**config.mk**
```make
export PLATFORM = sky130hd
export DESIGN_NAME = insn_stream_decoder
export DESIGN_NICKNAME = d
export VERILOG_FILES = /design/src/rtl/insn_dec_pkg.sv /design/src/rtl/insn_opclass.sv /design/src/rtl/insn_imm_merge.sv /design/src/rtl/insn_stream_decoder.sv
export SDC_FILE = /design/constraint.sdc
export NUM_CORES = 1
export LEC_CHECK = 0
export ABC_AREA = 1
export BUFFER_PORTS_ARGS = -buffer_cell sky130_fd_sc_hd__buf_2
export CAP_MARGIN = 20
export CORE_MARGIN = 4
export CORE_UTILIZATION = 53
export CTS_BUF_LIST = sky130_fd_sc_hd__clkbuf_8
export DETAILED_ROUTE_END_ITERATION = 8
export PLACE_DENSITY_LB_ADDON = 0.2
export SYNTH_ARGS = -nofsm -noshare
export SYNTH_HDL_FRONTEND = slang
export SYNTH_SLANG_ARGS = --single-unit
```
**constraint.sdc**
```tcl
create_clock -name clk_i -period 1.5 [get_ports clk_i]
set_input_delay 0.075 -clock clk_i [delete_from_list [all_inputs] [get_ports clk_i]]
set_output_delay 0.075 -clock clk_i [all_outputs]
set_load 0.01 [all_outputs]
```
**src/rtl/insn_dec_pkg.sv**
```systemverilog
package insn_dec_pkg;

    typedef enum logic [1:0] {
        KIND_NONE = 2'd0,
        KIND_MOVE = 2'd1,
        KIND_TRAP = 2'd2
    } kind_e;

    typedef enum logic {
        PH_HEAD = 1'b0,
        PH_IMM  = 1'b1
    } phase_e;

    localparam logic [7:0] SIZE_PREFIX = 8'h66;
    localparam logic [7:0] TRAP_OPCODE = 8'hCD;
    localparam logic [4:0] MOVE_TOP    = 5'b10111;

endpackage

```
**src/rtl/insn_opclass.sv**
```systemverilog
module insn_opclass
    import insn_dec_pkg::*;
#(
    parameter int BYTE_W = 8,
    parameter int REG_W  = 3
) (
    input  logic [BYTE_W-1:0] byte_i,
    output logic              is_prefix_o,
    output logic              is_move_o,
    output logic              is_trap_o,
    output logic [REG_W-1:0]  reg_o
);

    always_comb begin
        is_prefix_o = (byte_i == SIZE_PREFIX);
        is_trap_o   = (byte_i == TRAP_OPCODE);
        is_move_o   = (byte_i[BYTE_W-1:REG_W] == MOVE_TOP);
        reg_o       = byte_i[REG_W-1:0];
    end

endmodule

```
**src/rtl/insn_imm_merge.sv**
```systemverilog
module insn_imm_merge #(
    parameter int BYTE_W = 8,
    parameter int IMM_W  = 32,
    parameter int IDX_W  = 2
) (
    input  logic [IMM_W-1:0]  acc_i,
    input  logic [BYTE_W-1:0] byte_i,
    input  logic [IDX_W-1:0]  idx_i,
    output logic [IMM_W-1:0]  acc_o
);

    localparam int LANES = IMM_W / BYTE_W;

    for (genvar lane = 0; lane < LANES; lane++) begin : g_lane
        assign acc_o[lane*BYTE_W +: BYTE_W] =
            (idx_i == IDX_W'(lane)) ? byte_i : acc_i[lane*BYTE_W +: BYTE_W];
    end

endmodule

```
**src/rtl/insn_stream_decoder.sv**
```systemverilog
module insn_stream_decoder
    import insn_dec_pkg::*;
#(
    parameter int IMM_W = 32,
    parameter int LEN_W = 4,
    parameter int REG_W = 3
) (
    input  logic             clk_i,
    input  logic             rst_i,
    input  logic             in_valid_i,
    input  logic [7:0]       in_byte_i,
    output logic             in_ready_o,
    output logic             done_o,
    output logic             err_o,
    output logic [1:0]       kind_o,
    output logic [REG_W-1:0] reg_o,
    output logic             size16_o,
    output logic [IMM_W-1:0] imm_o,
    output logic [LEN_W-1:0] len_o
);

    localparam int BYTE_W     = 8;
    localparam int LANES      = IMM_W / BYTE_W;
    localparam int HALF_LANES = LANES / 2;
    localparam int IDX_W      = (LANES > 1) ? $clog2(LANES) : 1;

    typedef struct packed {
        phase_e             phase;
        logic               prefix;
        kind_e              kind;
        logic [REG_W-1:0]   regn;
        logic [IDX_W-1:0]   idx;
        logic [IDX_W-1:0]   last_idx;
        logic [IMM_W-1:0]   acc;
        logic               done;
        logic               err;
        kind_e              out_kind;
        logic [REG_W-1:0]   out_reg;
        logic               out_size;
        logic [IMM_W-1:0]   out_imm;
        logic [LEN_W-1:0]   out_len;
    } state_t;

    localparam state_t STATE_RESET = '0;

    state_t st_d, st_q;

    logic             accept;
    logic             cls_prefix;
    logic             cls_move;
    logic             cls_trap;
    logic [REG_W-1:0] cls_reg;
    logic [IMM_W-1:0] merged;

    insn_opclass #(
        .BYTE_W (BYTE_W),
        .REG_W  (REG_W)
    ) u_opclass (
        .byte_i      (in_byte_i),
        .is_prefix_o (cls_prefix),
        .is_move_o   (cls_move),
        .is_trap_o   (cls_trap),
        .reg_o       (cls_reg)
    );

    insn_imm_merge #(
        .BYTE_W (BYTE_W),
        .IMM_W  (IMM_W),
        .IDX_W  (IDX_W)
    ) u_imm_merge (
        .acc_i  (st_q.acc),
        .byte_i (in_byte_i),
        .idx_i  (st_q.idx),
        .acc_o  (merged)
    );

    assign in_ready_o = !rst_i;
    assign accept     = in_valid_i && in_ready_o;

    always_comb begin
        st_d      = st_q;
        st_d.done = 1'b0;
        st_d.err  = 1'b0;

        if (accept) begin
            unique case (st_q.phase)
                PH_HEAD: begin
                    if (cls_prefix) begin
                        if (st_q.prefix) begin
                            st_d.err    = 1'b1;
                            st_d.prefix = 1'b0;
                        end else begin
                            st_d.prefix = 1'b1;
                        end
                    end else if (cls_move) begin
                        st_d.kind     = KIND_MOVE;
                        st_d.regn     = cls_reg;
                        st_d.idx      = '0;
                        st_d.last_idx = st_q.prefix ? IDX_W'(HALF_LANES - 1)
                                                    : IDX_W'(LANES - 1);
                        st_d.acc      = '0;
                        st_d.phase    = PH_IMM;
                    end else if (cls_trap) begin
                        st_d.kind     = KIND_TRAP;
                        st_d.regn     = '0;
                        st_d.idx      = '0;
                        st_d.last_idx = '0;
                        st_d.acc      = '0;
                        st_d.phase    = PH_IMM;
                    end else begin
                        st_d.err    = 1'b1;
                        st_d.prefix = 1'b0;
                    end
                end
                PH_IMM: begin
                    st_d.acc = merged;
                    if (st_q.idx == st_q.last_idx) begin
                        st_d.done     = 1'b1;
                        st_d.out_kind = st_q.kind;
                        st_d.out_reg  = st_q.regn;
                        st_d.out_size = st_q.prefix;
                        st_d.out_imm  = merged;
                        st_d.out_len  = LEN_W'(2) + LEN_W'(st_q.prefix)
                                      + LEN_W'(st_q.idx);
                        st_d.phase    = PH_HEAD;
                        st_d.prefix   = 1'b0;
                    end else begin
                        st_d.idx = st_q.idx + IDX_W'(1);
                    end
                end
                default: st_d = STATE_RESET;
            endcase
        end
    end

    always_ff @(posedge clk_i) begin
        if (rst_i) begin
            st_q <= STATE_RESET;
        end else begin
            st_q <= st_d;
        end
    end

    assign done_o   = st_q.done;
    assign err_o    = st_q.err;
    assign kind_o   = st_q.out_kind;
    assign reg_o    = st_q.out_reg;
    assign size16_o = st_q.out_size;
    assign imm_o    = st_q.out_imm;
    assign len_o    = st_q.out_len;

endmodule

```
==> summary.txt, run 1 <==
Outcome
  – Status: complete, no violations

Routing
  – Routed WL: 8.217 mm
  – DRT iter0 DRCs: 123
  – Final ANT Viol Nets: 0
  – Vias: 3175
  – Initial DRT Pass Iterations: 5
  – DRC viols: 0
  – Number of vias per cell: 4.969
  – Drt wl/cell: 12.86 microns

STA
  – Clock skew: 7.606 ps
  – Final setup fails: 0
  – Final Max Tran Viols: 0
  – Final Hold Vio Count: 0
  – Setup TNS: 0 ps
  – Max frequency: 731.9 MHz
  – Final Cycle Share: 91.08%
  – RSZ-0062 raised after global routing: no
  – Min cycle time layout: 1366 ps

Worst setup path
  – Required time worst endpoint: 1790 ps
  – Worst setup SP type: flop
  – Critical Path Fanout Max: 6
  – CP max-delay cell: dfxtp_2
  – Worst-path cell chain: inv_1 -> ha_1 -> buf_4 -> a21oi_1 -> nand2_1 -> a21oi_1
  – Kind of end point of the critical path: flop
  – CP dominant cell by count: a21oi_1
  – WS Path Type: reg -> reg
  – Worst Path Arrival: 1650 ps
  – R2R depth: 6
  – Largest stage delay, worst path: 380 ps

Clock network
  – H-tree depth: 3
  – TritonCTS clock tree: yes
  – Clk_lat worst skew: 350 ps
  – Clock transition at path regs: 80 ps
  – TritonCTS buffer count: 9
  – Clock sinks: 85
  – Root Driver: clkbuf_8
  – Max clock buf depth: 2

Logic synthesis
  – Most frequent cells after synthesis: nand2_1, dfxtp_1, a21oi_1
  – Top cells by area, synth: dfxtp_1, nand2_1, buf_4
  – Largest area contributor in the netlist: dfxtp_1
  – Synth top area share: 45.11%
  – Most frequent cell after synthesis: nand2_1
  – Post-Syn Nets: 541
  – Post-synth cell types: 26
  – Mapped Area: 3772 sq um
  – Synth Instances: 524
  – Sequential area share after synthesis: 45.11%
  – Yosys reg bits: 85
  – Post-synth EDFFs: 0
  – Most used flip-flop cell after synthesis: dfxtp_1
  – Asr flop ratio synth: 0%
  – Mean Syn Cell Area: 7.199 sq um
  – Warnings, synthesis: 0

Placement
  – Area after DPL: 3891 sq um
  – Placer Congestion: 0.8249
  – IO buf count: 54
  – Post-detail-place hpwl: 5.597 mm

Global routing
  – Vias in the first global route: 3080
  – First-pass GRT wire length: 13.79 mm
  – Total gr overflow: 0
  – Initial antenna violation count: 0
  – Tot GR Track Use: 20.50%
  – Largest net degree at the start of global routing: 41

Floorplanning
  – Core area: 6869 sq um
  – Rows: 30
  – Die X: 92.37 microns
  – Die Ht: 92.37 microns
  – Ports: 56
  – Initial core utilization: 54.92%
  – Total die area: 8531 sq um

Power
  – Sw power: 913.3 uW
  – Pwr per Cell Area: 932.2 nW/um^2
  – Sequential power share: 59.6%
  – Worst vdd ir: 604.5 uV
  – Net Sw Frac: 24.01%
  – Comb power frac: 4.7%
  – Clock power frac: 35.8%
  – Internal cell power: 2890 uW
  – Lkg Pwr: 0.002049 uW

Cells and area
  – Fraction of layout cells with a size suffix above 1: 17.86%
  – Fill cells: 690
  – Antenna cell count: 0
  – Nets: 555
  – Finished Cell Area: 4080 sq um
  – Area Growth Syn to Fin: 8.159%

Hold path
  – Hold Path Class: in -> reg
  – Hold depth: 3

Run
  – Maximum Capacitance Violations: 0
cells by family after synthesis:
logic type	count (synthesis)	synth area share, %
AOI/OAI and AO/OA	63	8.491
xor gates and xnor gates	2	0.4644
and+or+nand+nor	279	30.15
other	1	0.09941
buffers and inverters	88	13.70
adders and majority gates	6	1.990
DFF	85	45.11
through the flow:
| stage | instances | util, % | hold slack, ps | setup slack [ps] | power [uW] |
|---|---|---|---|---|---|
| after global routing | 639 | 59.40 | 37.97 | 1.591 | 3966 |
| after global placement | 623 | 56.65 | 393.7 | 75.01 | 2490 |
| after detailed placement | 623 | 56.65 | 394.0 | -59.20 | 2493 |
| after CTS | 639 | 59.00 | 12.70 | 53.63 | 3839 |
| after floorplan | 524 | - | 248.8 | 58.83 | 2422 |
| final | 639 | 59.40 | 33.65 | 133.8 | 3803 |
worst paths after layout:
check / startpoint / endpoint / slack, ps
max: st_q[79] / st_q[54] / 130
min: in_byte_i[1] / st_q[81] / 30
max reg2reg: st_q[79] / st_q[54] / 130
min reg2reg: imm_o[31] / imm_o[31] / 440
layer usage:
| layer | GRT usage [%] | routed length, microns |
|---|---|---|
| met5 | 0 | 0 |
| met2 | 34.56 | 3920 |
| met1 | 24.50 | 3638 |
| met3 | 3.412 | 415 |
| met4 | 12.00 | 242 |
cell type report:
| type | instances | area (sq um) | share of cell area [%] |
|---|---|---|---|
| inverters | 20 | 80.08 | 1.963 |
| well taps | 96 | 120.1 | 2.944 |
| clock buffers | 9 | 123.9 | 3.036 |
| multi-input cells | 351 | 1582 | 38.76 |
| clock inverters | 7 | 35.03 | 0.8586 |
| repair buffers | 71 | 435.4 | 10.67 |
| flip-flops and latches | 85 | 1704 | 41.77 |
power by group through the flow:
stage	logic, uW	registers [uW]	clock network [uW]
2_1_floorplan	104	2320	0
3_3_place_gp	172	2320	0
3_5_place_dp	175	2320	0
4_1_cts	176	2260	1400
5_1_grt	197	2270	1500
6_report	177	2260	1360
repair_timing:
| action | CTS | global route |
|---|---|---|
| gates resized for setup | 1 | 5 |
| buffers inserted | 0 | 0 |
| setup endpoints to repair | 7 | 47 |
| hold buffers | 0 | 0 |
worst max-delay path, delay by kind of cell (launching register included):
family                   cells  cell delay (ps)
adder cells (fa/ha/maj)      1              230
buffers and inverters        2              280
AO/OA/AOI/OAI                2              340
AND/OR/NAND/NOR              1               70
flip-flops                   1              380
registers in the layout (all words and copies together) (netlist names):
name and cells:
reg_o 3, err_o 1, done_o 1, st_q 42, kind_o 2, len_o 3
size16_o 1, imm_o 32
layout by cell type, fill, tap and decap left out:
master and n:
a21boi_0 1, a21oi_1 60, buf_12 3, buf_2 54, buf_4 14, clkbuf_8 9
clkinv_2 4, clkinvlp_4 1, conb_1 1, dfxtp_1 83, dfxtp_2 2, ha_1 5
ha_4 1, inv_1 19, inv_2 2, inv_6 1, nand2_1 200, nand2_4 1
nand3_1 25, nand3_4 1, nand4_1 6, nor2_1 42, nor2_8 1, nor3_1 1
o211ai_1 1, o21ai_0 1, or2_0 1, or2_2 1, xnor2_2 2
No activity file was read; power rests on OpenSTA's default activity.
==> run 2: changes to the inputs <==
Settings changed: ABC_AREA 1 to default, CORE_UTILIZATION 53 to 50.
==> run 2 against run 1 <==
Against the previous run: via count is 14% higher; critical endpoint is now reg_o[1]; first-iteration DRC count grew 49%; hold slack improved by 92 ps.
==> summary.txt, run 2 <==
Routing
  – Number of vias per cell: 5.772 (was 4.969)
  – Routed WL: 10.56 mm (was 8.217 mm)
  – Initial DRT Pass Iterations: 5 (unchanged)
  – DRT iter0 DRCs: 183 (was 123)
  – Drt wl/cell: 16.87 microns (was 12.86 microns)
  – Met2 wire len: 5.009 mm (was 3.920 mm)
  – Top Metal Used: met4 (unchanged)
  – DRC viols: 0 (unchanged)
  – DR WL met3: 647 microns (was 415 microns)
  – Final ANT Viol Nets: 0 (unchanged)
  – Vias: 3613 (was 3175)
  – DRT met1 WL: 4.783 mm (was 3.638 mm)

STA
  – Final Hold Vio Count: 0 (unchanged)
  – Final Max Tran Viols: 0 (unchanged)
  – RSZ-0062 raised after global routing: yes (was no)
  – Clock skew: 12.05 ps (was 7.606 ps)
  – Final Cycle Share: 98.42% (was 91.08%)
  – Final setup fails: 0 (unchanged)
  – Worst setup margin: 23.74 ps (was 133.8 ps)
  – Measured slew at the worst slew-check pin: 617.5 ps
  – Max frequency: 677.4 MHz (was 731.9 MHz)
  – Min cycle time layout: 1476 ps (was 1366 ps)
  – Slew margin rel.: 58.83%

Cells and area
  – Commonest non-fill, non-tap cell in the layout: dfxtp_1 (was nand2_1)
  – Fraction of layout cells with a size suffix above 1: 24.13% (was 17.86%)
  – Fill cells: 802 (was 690)
  – Area Growth Syn to Fin: 12.63% (was 8.159%)
  – Finished Cell Area: 5022 sq um (was 4080 sq um)
  – Nets: 530 (was 555)
  – Antenna cell count: 0 (unchanged)
  – Max FFs per register: 42 (unchanged)
  – Reg with most FFs: st_q (unchanged)
  – Most frequent cells in the layout: dfxtp_1, buf_2, nor2_1, mux2i_1, inv_1 (was nand2_1, dfxtp_1, a21oi_1, buf_2, nor2_1)

Logic synthesis
  – Post-synth EDFFs: 0 (unchanged)
  – Yosys reg bits: 85 (unchanged)
  – Mapped Area: 4459 sq um (was 3772 sq um)
  – Post-Syn Nets: 524 (was 541)
  – Post-synth cell types: 42 (was 26)
  – Largest area contributor in the netlist: dfxtp_1 (unchanged)
  – Most frequent cell after synthesis: dfxtp_1 (was nand2_1)
  – Asr flop ratio synth: 0% (unchanged)
  – Mean Syn Cell Area: 8.795 sq um (was 7.199 sq um)
  – Most frequent cells after synthesis: dfxtp_1, buf_4, nor2_1 (was nand2_1, dfxtp_1, a21oi_1)
  – Top cells by area, synth: dfxtp_1, mux2i_1, buf_4 (was dfxtp_1, nand2_1, buf_4)
  – Sequential area share after synthesis: 38.16% (was 45.11%)
  – Synth top area share: 38.16% (was 45.11%)
  – Warnings, synthesis: 0 (unchanged)
  – Most used flip-flop cell after synthesis: dfxtp_1 (unchanged)
  – Synth Instances: 507 (was 524)

Worst setup path
  – Largest stage delay, worst path: 360 ps (was 380 ps)
  – Critical path startpoint: st_q[86] (was st_q[79])
  – R2R Setup Slk: 20 ps (was 130 ps)
  – CP max-delay cell: dfxtp_2 (unchanged)
  – CP Capture Point: reg_o[1] (was st_q[54])
  – Required time worst endpoint: 1720 ps (was 1790 ps)
  – Critical Path Fanout Max: 11 (was 6)
  – Worst setup SP type: flop (unchanged)
  – R2R depth: 6 (unchanged)
  – Kind of end point of the critical path: flop (unchanged)
  – Worst-path cell chain: nand3b_1 -> nor3_4 -> buf_6 -> buf_12 -> mux2i_1 -> nor2_1 (was inv_1 -> ha_1 -> buf_4 -> a21oi_1 -> nand2_1 -> a21oi_1)
  – WS Path Type: reg -> reg (unchanged)
  – Worst Path Arrival: 1700 ps (was 1650 ps)
  – Reg2reg start: st_q[86] (was st_q[79])
  – FF-to-FF End: reg_o[1] (was st_q[54])

Global routing
  – Vias in the first global route: 3263 (was 3080)
  – Initial antenna violation count: 0 (unchanged)
  – Total gr overflow: 0 (unchanged)
  – Tot GR Track Use: 20.24% (was 20.50%)
  – First-pass GRT wire length: 16.69 mm (was 13.79 mm)
  – Largest net degree at the start of global routing: 57 (was 41)

Clock network
  – Clock transition at path regs: 90 ps (was 80 ps)
  – Clk_lat worst skew: 360 ps (was 350 ps)
  – Root Driver: clkbuf_8 (unchanged)
  – Max clock buf depth: 2 (unchanged)
  – TritonCTS clock tree: yes (unchanged)
  – Hold buffers post-CTS: 0 (unchanged)
  – TritonCTS buffer count: 9 (unchanged)
  – H-tree depth: 3 (unchanged)
  – Clock sinks: 85 (unchanged)

Placement
  – Area after DPL: 4624 sq um (was 3891 sq um)
  – Placer Congestion: 0.9213 (was 0.8249)
  – Pre-CTS WS: -7.760 ps (was -59.20 ps)
  – Post-detail-place hpwl: 6.746 mm (was 5.597 mm)
  – IO buf count: 54 (unchanged)

Power
  – Worst vdd ir: 486.4 uV (was 604.5 uV)
  – Lkg Pwr: 0.001787 uW (was 0.002049 uW)
  – Pwr per Cell Area: 867.0 nW/um^2 (was 932.2 nW/um^2)
  – Total power: 4354 uW (was 3803 uW)

Outcome
  – Status: complete, no violations (unchanged)

Floorplanning
  – Ports: 56 (unchanged)
  – Die Ht: 102.4 microns (was 92.37 microns)
  – Total die area: 10490 sq um (was 8531 sq um)
  – Initial core utilization: 51.13% (was 54.92%)
  – Die X: 102.4 microns (was 92.37 microns)
  – Core area: 8721 sq um (was 6869 sq um)
  – Rows: 34 (was 30)

Run
  – Maximum Capacitance Violations: 0 (unchanged)

Hold path
  – Hold Path Class: in -> reg (unchanged)
==> run 2: cell types whose count changed after synthesis, moves of 7 or more <==
cell	change
a211oi_1	+35
inv_1	+20
a21oi_1	-59
mux2i_1	+41
a22oi_1	+32
o2bb2ai_1	+32
clkbuf_1	+21
nand3_1	+7
o21ai_0	+31
nand2_1	-195
==> run 2: final cells by class <==
type,instances,area (sq um),share of cell area (%)
repair buffers,88,680.7,13.55
clock inverters,6,86.33,1.719
well taps,108,135.1,2.691
flip-flops and latches,85,1707,33.98
inverters,38,142.6,2.840
multi-input cells,291,2133,42.48
clock buffers,10,137.6,2.740
==> run 2: metrics by stage <==
step / utilization [%] / hold slack [ps] / std cells / TNS, ps
finish: 57.59 / 126.1 / 626 / 0
global route: 57.59 / 154.0 / 626 / -98.52
CTS: 56.14 / 113.7 / 624 / 0
detailed placement: 53.03 / 455.8 / 605 / -11.77
global placement: 53.03 / 452.2 / 605 / 0
floorplan: - / 274.6 / 507 / 0
==> run 2: where the power goes <==
part	leakage (uW)	internal (uW)	switching, uW
sequential	0.000687	2260	5.06
combinational	0.000988	81.8	185
clock	0.000112	980	840
==> run 2: logic make-up after synthesis <==
kind of cell | synth area share (%)
AOI/OAI and AO/OA | 23.48
xor gates and xnor gates | 0.3929
adders and majority gates | 1.683
buffers and inverters | 15.57
DFF | 38.16
muxes | 9.203
other | 0.08409
and+or+nand+nor | 11.42
==> run 2: worst min path at each step <==
stage,start,slack [ps],endpoint,cells after the start
finish,in_byte_i[0],130,st_q[80],3
global placement,st_q[80],450,st_q[80],2
floorplan,rst_i,270,st_q[69],2
global route,in_byte_i[0],150,st_q[80],3
detailed placement,st_q[80],460,st_q[80],2
CTS,in_byte_i[0],110,st_q[80],3
==> run 2: timing repair <==
item / in CTS / in global routing
hold endpoints to repair: 0 / 0
cloned: 1 / 2
pin swaps: 0 / 8
gates resized for setup: 0 / 18
setup buffers: 2 / 0
setup endpoints to repair: 4 / 60
==> run 2: worst max-delay path, delay by kind of cell, from the launching register on <==
kind                   cells  cell delay [ps]
buffers and inverters      2              320
flip-flops                 1              360
AND/OR/NAND/NOR            3              450
multiplexers               1              210
==> run 2: routing by layer <==
metal | vias up | GRT usage (%)
met4 | 0 | 6.054
li1 | 1777 | -
met5 | - | 0
met1 | 1733 | 29.14
met3 | 8 | 3.208
met2 | 95 | 31.18
==> run 3: changes to the inputs <==
Clock period 1.5 ns to 1.3 ns, I/O delays scaled along.
==> run 3 against run 2 <==
Against the previous run: the flow now finishes with violations (negative setup slack); clock power grew 18%; sequential share of layout area down 5.0 points; combinational power rose by 54%; via count grew 10%; fmax shrank 1.5%; sequential power rose by 15%; cell count increased by 5.3%; die area did not move; flip-flop and latch count stayed put; core utilization grew 10 points; power grew 19%; critical path type unchanged.
==> summary.txt, run 3 (same netlist as run 2, synthesis figures left out) <==
Routing
  – DRC viols: 0 (unchanged)
  – Vias: 3989 (was 3613)
  – Routed WL: 13.43 mm (was 10.56 mm)
  – Number of vias per cell: 6.053 (was 5.772)
  – Final ANT Viol Nets: 0 (unchanged)
  – Initial DRT Pass Iterations: 5 (unchanged)
  – Drt wl/cell: 20.38 microns (was 16.87 microns)
  – DRT iter0 DRCs: 274 (was 183)

Clock network
  – TritonCTS buffer count: 9 (unchanged)
  – Clock sinks: 85 (unchanged)
  – Root Driver: clkbuf_8 (unchanged)
  – Clock transition at path regs: 80 ps (was 90 ps)
  – Max clock buf depth: 2 (unchanged)
  – Clk_lat worst skew: 360 ps (about the same)
  – Hold buffers post-CTS: 0 (unchanged)
  – H-tree depth: 3 (unchanged)
  – TritonCTS clock tree: yes (unchanged)

Cells and area
  – Finished Cell Area: 5916 sq um (was 5022 sq um)
  – Max FFs per register: 42 (unchanged)
  – Antenna cell count: 0 (unchanged)
  – Most frequent cells in the layout: dfxtp_1, buf_2, nor2_1, mux2i_1, inv_1 (unchanged)
  – Fill cells: 638 (was 802)
  – Area Growth Syn to Fin: 32.66% (was 12.63%)
  – Reg with most FFs: st_q (unchanged)
  – Fin cells: 659 (was 626)
  – Fraction of layout cells with a size suffix above 1: 40.29% (was 24.13%)
  – Commonest non-fill, non-tap cell in the layout: dfxtp_1 (unchanged)
  – Nets: 563 (was 530)

STA
  – Final Cycle Share: 115.3% (was 98.42%)
  – Min cycle time layout: 1498 ps (was 1476 ps)
  – Max frequency: 667.4 MHz (was 677.4 MHz)
  – Measured slew at the worst slew-check pin: 566.5 ps (was 617.5 ps)
  – Final Max Tran Viols: 0 (unchanged)
  – Final Hold Vio Count: 0 (unchanged)
  – Final setup fails: 71 (was 0)
  – Worst setup margin: -198.4 ps (was 23.74 ps)
  – Slew margin rel.: 62.23% (was 58.83%)
  – RSZ-0062 raised after global routing: yes (unchanged)
  – Setup TNS: -7339 ps (was 0 ps)
  – Clock skew: 13.43 ps (was 12.05 ps)

Worst setup path
  – Largest stage delay, worst path: 370 ps (was 360 ps)
  – Worst setup SP type: flop (unchanged)
  – CP max-delay cell: dfxtp_4 (was dfxtp_2)
  – Worst Path Arrival: 1740 ps (was 1700 ps)
  – WS Path Type: reg -> reg (unchanged)
  – Worst-path cell chain: xor2_2 -> nor3_4 -> buf_6 -> clkbuf_16 -> mux2i_1 -> nor2_1 (was nand3b_1 -> nor3_4 -> buf_6 -> buf_12 -> mux2i_1 -> nor2_1)
  – Critical Path Fanout Max: 6 (was 11)
  – Kind of end point of the critical path: flop (unchanged)
  – Required time worst endpoint: 1540 ps (was 1720 ps)

Global routing
  – Initial antenna violation count: 0 (unchanged)
  – Vias in the first global route: 3490 (was 3263)
  – Total gr overflow: 0 (unchanged)
  – First-pass GRT wire length: 17.99 mm (was 16.69 mm)
  – Largest net degree at the start of global routing: 47 (was 57)
  – Tot GR Track Use: 22.14% (was 20.24%)

Floorplanning
  – Core area: 8721 sq um (unchanged)
  – Initial core utilization: 51.13% (unchanged)
  – Rows: 34 (unchanged)
  – Die Ht: 102.4 microns (unchanged)
  – Die X: 102.4 microns (unchanged)
  – Ports: 56 (unchanged)
  – Total die area: 10490 sq um (unchanged)

Power
  – Worst vdd ir: 511.8 uV (was 486.4 uV)
  – Pwr per Cell Area: 875.0 nW/um^2 (was 867.0 nW/um^2)
  – Total power: 5176 uW (was 4354 uW)
  – Lkg Pwr: 0.002132 uW (was 0.001787 uW)

Placement
  – Post-detail-place hpwl: 6.635 mm (was 6.746 mm)
  – IO buf count: 54 (unchanged)
  – Pre-CTS WS: -211.8 ps (was -7.760 ps)
  – Area after DPL: 4692 sq um (was 4624 sq um)
  – Placer Congestion: 0.8008 (was 0.9213)
  – Placed Instances: 615 (was 605)

Outcome
  – Status: complete, but fails checks (was complete, no violations)
  – Failing checks: negative setup slack

Hold path
  – Hold Path Class: in -> reg (unchanged)

Run
  – Maximum Capacitance Violations: 0 (unchanged)
==> run 3: cell count changes in the layout (fill, tap and decap cells not counted), sizes merged <==
cell      change
clkbuf        +9
inv           +1
clkinv        -1
bufbuf        +1
buf          +24
clkinvlp      -1
==> run 3: layout make-up <==
class                      count  area (sq um)  share of cell area (%)
clock buffer                  11         151.4                   2.559
clock inverter                 5         73.82                   1.248
inverter                      38         145.1                   2.453
multi-input combinational    291          2494                   42.15
sequential                    85          1713                   28.96
tap                          108         135.1                   2.284
timing repair buffer         121          1204                   20.35
==> run 3: final timing paths <==
kind / start / end / slack (ps) / cells past startpoint
hold / removal: in_byte_i[0] / st_q[80] / 50 / 3
hold reg to reg: st_q[82] / st_q[82] / 470 / 2
setup reg to reg: st_q[78] / len_o[0] / -200 / 6
setup / recovery: st_q[78] / len_o[0] / -200 / 6
==> run 3: metal layers <==
metal | wire length, microns | global-route usage (%)
met1 | 5916 | 30.19
met2 | 6467 | 34.86
met3 | 720 | 4.369
met4 | 328 | 7.972
met5 | 0 | 0
==> run 3: critical path, delay by kind of cell (launching register included) <==
| family | cells | cell delay [ps] |
|---|---|---|
| muxes | 1 | 190 |
| and+or+nand+nor | 2 | 260 |
| DFF | 1 | 370 |
| buffers and inverters | 2 | 410 |
| xor gates and xnor gates | 1 | 170 |
==> run 3: stage by stage <==
stage	util [%]	hold WS (ps)
after floorplan	-	265.4
after global placement	53.80	410.6
after detailed placement	53.80	415.5
after CTS	60.30	42.51
after global routing	67.83	58.36
final	67.83	45.81
==> run 3: power breakdown <==
part           leakage, uW  total [uW]  internal (uW)  switching, uW
registers         0.000688        2610           2610           6.04
logic              0.00132         411            145            267
clock network     0.000121        2150           1180            976
==> run 3: repair_timing <==
item | in CTS | in global routing
cloned | 8 | 11
resized for setup | 41 | 98
pin swaps | 14 | 46
endpoints found under the setup margin | 80 | 80
buffers inserted | 6 | 5
